<file path="src/rtl/sc_pkg.sv">
package sc_pkg;

  // One beat of the serial stream as carried to the output stage.
  typedef struct packed {
    logic valid;
    logic first;
    logic last;
    logic data;
  } sc_beat_t;

  localparam sc_beat_t SC_IDLE = '{valid: 1'b0, first: 1'b0, last: 1'b0, data: 1'b0};

endpackage

</file>
<file path="src/rtl/sc_word_pos.sv">
// Tracks the position of the current beat inside its word and flags the final bit.
module sc_word_pos #(
  parameter int WIDTH = 8
) (
  input  logic clk,
  input  logic rst,
  input  logic step,
  input  logic first,
  output logic is_last
);

  localparam int POS_W = $clog2(WIDTH + 1);
  localparam logic [POS_W-1:0] POS_IDLE = POS_W'(WIDTH);
  localparam logic [POS_W-1:0] POS_END  = POS_W'(WIDTH - 1);

  // Position of the next magnitude bit; POS_IDLE means no word is open.
  logic [POS_W-1:0] pos_q;

  always_ff @(posedge clk) begin
    if (rst) begin
      pos_q <= POS_IDLE;
    end else if (step) begin
      if (first) begin
        pos_q <= POS_W'(1);
      end else if (pos_q != POS_IDLE) begin
        pos_q <= pos_q + POS_W'(1);
      end
    end
  end

  assign is_last = step && !first && (pos_q == POS_END);

endmodule

</file>
<file path="src/rtl/sc_flip_core.sv">
// Two-flop serial converter: the captured sign and a flag for "a 1 has passed".
module sc_flip_core (
  input  logic clk,
  input  logic rst,
  input  logic valid,
  input  logic first,
  input  logic din,
  output logic dout,
  output logic sign_q,
  output logic seen_q
);

  logic invert;

  always_ff @(posedge clk) begin
    if (rst) begin
      sign_q <= 1'b0;
      seen_q <= 1'b0;
    end else if (valid) begin
      if (first) begin
        sign_q <= din;
        seen_q <= 1'b0;
      end else begin
        seen_q <= seen_q | din;
      end
    end
  end

  // Sign beats pass untouched; later bits flip only once a 1 has gone by in a negative word.
  assign invert = !first && sign_q && seen_q;
  assign dout   = din ^ invert;

endmodule

</file>
<file path="src/rtl/sc_out_stage.sv">
// Output register: one clock of latency, outputs forced to 0 on idle beats.
module sc_out_stage
  import sc_pkg::*;
(
  input  logic     clk,
  input  logic     rst,
  input  sc_beat_t beat_d,
  output sc_beat_t beat_q
);

  always_ff @(posedge clk) begin
    if (rst) begin
      beat_q <= SC_IDLE;
    end else if (beat_d.valid) begin
      beat_q <= beat_d;
    end else begin
      beat_q <= SC_IDLE;
    end
  end

endmodule

</file>
<file path="src/rtl/sc_serial_conv.sv">
module sc_serial_conv
  import sc_pkg::*;
#(
  parameter int WIDTH = 8
) (
  input  logic clk,
  input  logic rst,
  input  logic in_valid,
  input  logic in_first,
  input  logic in_bit,
  output logic out_valid,
  output logic out_first,
  output logic out_last,
  output logic out_bit
);

  logic     conv_bit;
  logic     last_hit;
  logic     sign_lat;
  logic     seen_lat;
  sc_beat_t next_beat;
  sc_beat_t held_beat;

  sc_flip_core u_core (
    .clk   (clk),
    .rst   (rst),
    .valid (in_valid),
    .first (in_first),
    .din   (in_bit),
    .dout  (conv_bit),
    .sign_q(sign_lat),
    .seen_q(seen_lat)
  );

  sc_word_pos #(.WIDTH(WIDTH)) u_pos (
    .clk    (clk),
    .rst    (rst),
    .step   (in_valid),
    .first  (in_first),
    .is_last(last_hit)
  );

  always_comb begin
    next_beat.valid = in_valid;
    next_beat.first = in_first;
    next_beat.last  = last_hit;
    next_beat.data  = conv_bit;
  end

  sc_out_stage u_out (
    .clk   (clk),
    .rst   (rst),
    .beat_d(next_beat),
    .beat_q(held_beat)
  );

  assign out_valid = held_beat.valid;
  assign out_first = held_beat.first;
  assign out_last  = held_beat.last;
  assign out_bit   = held_beat.data;

endmodule

</file>
<file path="config.mk">
export PLATFORM = sky130hd
export DESIGN_NAME = sc_serial_conv
export DESIGN_NICKNAME = d
export VERILOG_FILES = /design/src/rtl/sc_pkg.sv /design/src/rtl/sc_word_pos.sv /design/src/rtl/sc_flip_core.sv /design/src/rtl/sc_out_stage.sv /design/src/rtl/sc_serial_conv.sv
export SDC_FILE = /design/constraint.sdc
export NUM_CORES = 1
export LEC_CHECK = 0
export BUFFER_PORTS_ARGS = -buffer_cell sky130_fd_sc_hd__buf_2
export CORE_AREA = 2 2 39 41
export CTS_CLUSTER_SIZE = 24
export DETAILED_ROUTE_END_ITERATION = 10
export DIE_AREA = 0 0 41 43
export HOLD_SLACK_MARGIN = 0.06
export PLACE_DENSITY_LB_ADDON = 0.08
export SLEW_MARGIN = 20
export SYNTH_ARGS = -nofsm -noshare
export SYNTH_HDL_FRONTEND = slang
export SYNTH_SLANG_ARGS = --single-unit
</file>
<file path="constraint.sdc">
create_clock -name clk -period 1.15 [get_ports clk]
set_input_delay 0 -clock clk [delete_from_list [all_inputs] [get_ports clk]]
set_output_delay 0 -clock clk [all_outputs]
set_load 0.02 [all_outputs]
</file>
==> results.toml <==
[status]
status = "finished clean"

[synthesis]
synth-edff-count = 0
yosys_warnings = 0
ys_async_sr_fraction = 0
synth.area.mux_share = 0
ys_types = 22
synth_fp_nets = 56
synth-compound-area-share = 0.150
synth-seq-cells = 10
synth_top_family_by_area = "simple AND/OR/NAND/NOR gates"
synth_most_common_cell = "dfxtp_1"
yosysTopAreaCell = "dfxtp_1"
syn_area_per_cell_um2 = 9.55
netlist_top_cells_count = "dfxtp_1 (10), nand2_1 (7), a21oi_1 (4), inv_1 (3), o21ai_0 (3)"
synthTopCellsByArea = "dfxtp_1 (43%), nor2b_4 (5.9%), nand2_1 (5.6%)"
synth_fa_ha_area_frac = 0.0535
synth-simple-area-share = 0.286
yosysSeqAreaShare = 0.428
synth.top_cell.area_share = 0.428
netlist_instances = 49
mappedNetlistArea_um2 = 468
synth_xor_xnor_area_share = 0
synthFlopType = "dfxtp_1"

[pwr]
ir_worst_vdd_mv = 0.538
total_power_uw = 821
p_per_area_mw_per_mm2 = 1320
power_leakage_uw = 0.000269

[placement]
hpwlAfterDp_um = 676
pre_cts_ws_ns = -0.0161
place.gp.congestion = 0.732
portBuffers = 8
placed_cells = 70

[sta]
finalSetupViolations = 0
tightest_slew_ns = 0.247
min_period_ns = 1.13
hold_violations = 0
max_freq_mhz = 882
skew_ns = 0.00286
fin_crit_sh = 0.985
maxSlewHeadroom = 0.834
fin_tns_setup_ns = 0
rsz0062_at_grt = "true"
slew_viol_final = 0
worst_slack_ns = 0.0168

[detailed_routing]
drc = 0
detail_route.wl_per_cell_um = 12.3
drtAntennaViolNets = 0
wirelength_um = 1010
first_pass_iters = 4
via_per_inst = 5.04
route.met3.wl_um = 55
routed.top_layer = "met4"
routed-wl-met2_um = 496
wl_met1_um = 437
routed-via-count = 413
dr.first_iter.drc_count = 9

[clocking]
clkSlewWorstSetupHoldPaths_ns = 0.07
root_buffer = "clkbuf_4"
clkSinkCount = 10
numCtsBuffers = 3
htree_levels = 1
clock_latency_ns = 0.26
cts_tree = "built"
cts_buffer_depth = 2

[worst_setup_path]
arrival_ns = 1.33
start_kind = "input pin"
cp.required_ns = 1.35
cp_max_fo = 10
crit_path_end_kind = "register"
critical_path_class = "in2reg"

[layout]
n_antenna_cell = 0
nNetsFinal = 74
drive_gt1_frac = 0.379
final_cells = 82
layout-area-overhead-vs-synth_pct = 32.6

[die]
start_util = 0.338
core_mm2 = 0.00138
rows = 14
die-area_mm2 = 0.00176
dieHeight_um = 43
die_w_um = 41
floorplan.io_pins = 9

[grt]
grtUsageTotal = 0.148
grt_max_degree = 11
antenna_found_initial = 0
grt_pass1_vias = 391
overflow = 0
grt_pass1_wl_um = 1680

[min_path]
min_path_type = "in2reg"

[flow_run]
maxCapViolations = 0
-- worst max-delay path: stages --
cell,delay [ns]
dlygate4sd3_1,0.53
buf_2,0.18
nand4bb_1,0.25
a211o_1,0.31
nand2_1,0.05
-- power by group --
group	total, µW	switching, µW	leakage, µW	internal [µW]
clock network	314	122	0.0000210	192
registers	375	10.9	0.0000825	364
logic	132	64.5	0.000166	67.3
-- final cells by class --
type | count | area (µm²)
well taps | 16 | 20.0
repair buffers | 16 | 108
inverters | 3 | 11.3
clock buffers | 4 | 36.3
multi-input cells | 33 | 241
fillers | 130 | 763
flip-flops and latches | 10 | 204
-- metrics by stage --
stage	hold WS (ns)	utilization	instance area, µm²
2_1_floorplan	0.147	-	468
3_5_place_dp	0.292	0.362	500
5_1_grt	0.0807	0.448	621
4_1_cts	0.0721	0.437	604
6_report	0.0790	0.448	621
3_3_place_gp	0.279	0.362	500
-- cell families after synthesis --
group                      Yosys count
buffers and inverters                6
adders and majority gates            2
and+or+nand+nor                     20
AOI/OAI and AO/OA                   11
DFF                                 10
-- path summary, 6_finish.rpt --
check / cells past startpoint / endpoint / start / slack [ns]
worst max-delay path: 5 / u_pos.pos_q[1] / in_first / 0.02
worst min register to register: 2 / u_core.sign_q / u_core.sign_q / 0.46
worst max register to register: 4 / u_pos.pos_q[3] / u_pos.pos_q[0] / 0.04
worst min-delay path: 3 / u_pos.pos_q[0] / in_valid / 0.08
-- cell usage in the layout, fill, tap and decap left out, types with 2 or more instances in the layout --
cell type	synthesis	layout
dfxtp_2	0	3
buf_4	0	5
o21ai_0	3	2
a211o_1	2	2
nand4b_1	2	2
nor2b_4	2	2
clkbuf_4	0	3
a21oi_1	4	4
nand2_1	7	7
dfxtp_1	10	7
inv_2	0	2
dlygate4sd3_1	0	3
buf_2	1	8
-- per-layer routing --
metal,GRT usage,vias to the layer above
met2,0.231,11
met3,0.0628,4
li1,-,205
met5,0,-
met4,0.100,0
met1,0.148,193
-- state kept, by name, indices dropped and copies added (netlist names) --
signal         cells
u_out.beat_q       4
u_core.seen_q      1
u_core.sign_q      1
u_pos.pos_q        4
-- timing repair --
item,4_1_cts,5_1_grt
endpoints found under the setup margin,2,3
gates resized for setup,6,2
gates cloned,0,0
hold endpoints to repair,7,0
hold buffers,3,0
pin swaps,1,3
buffers inserted,3,2
Note: power is estimated with default switching activity, not from simulation.
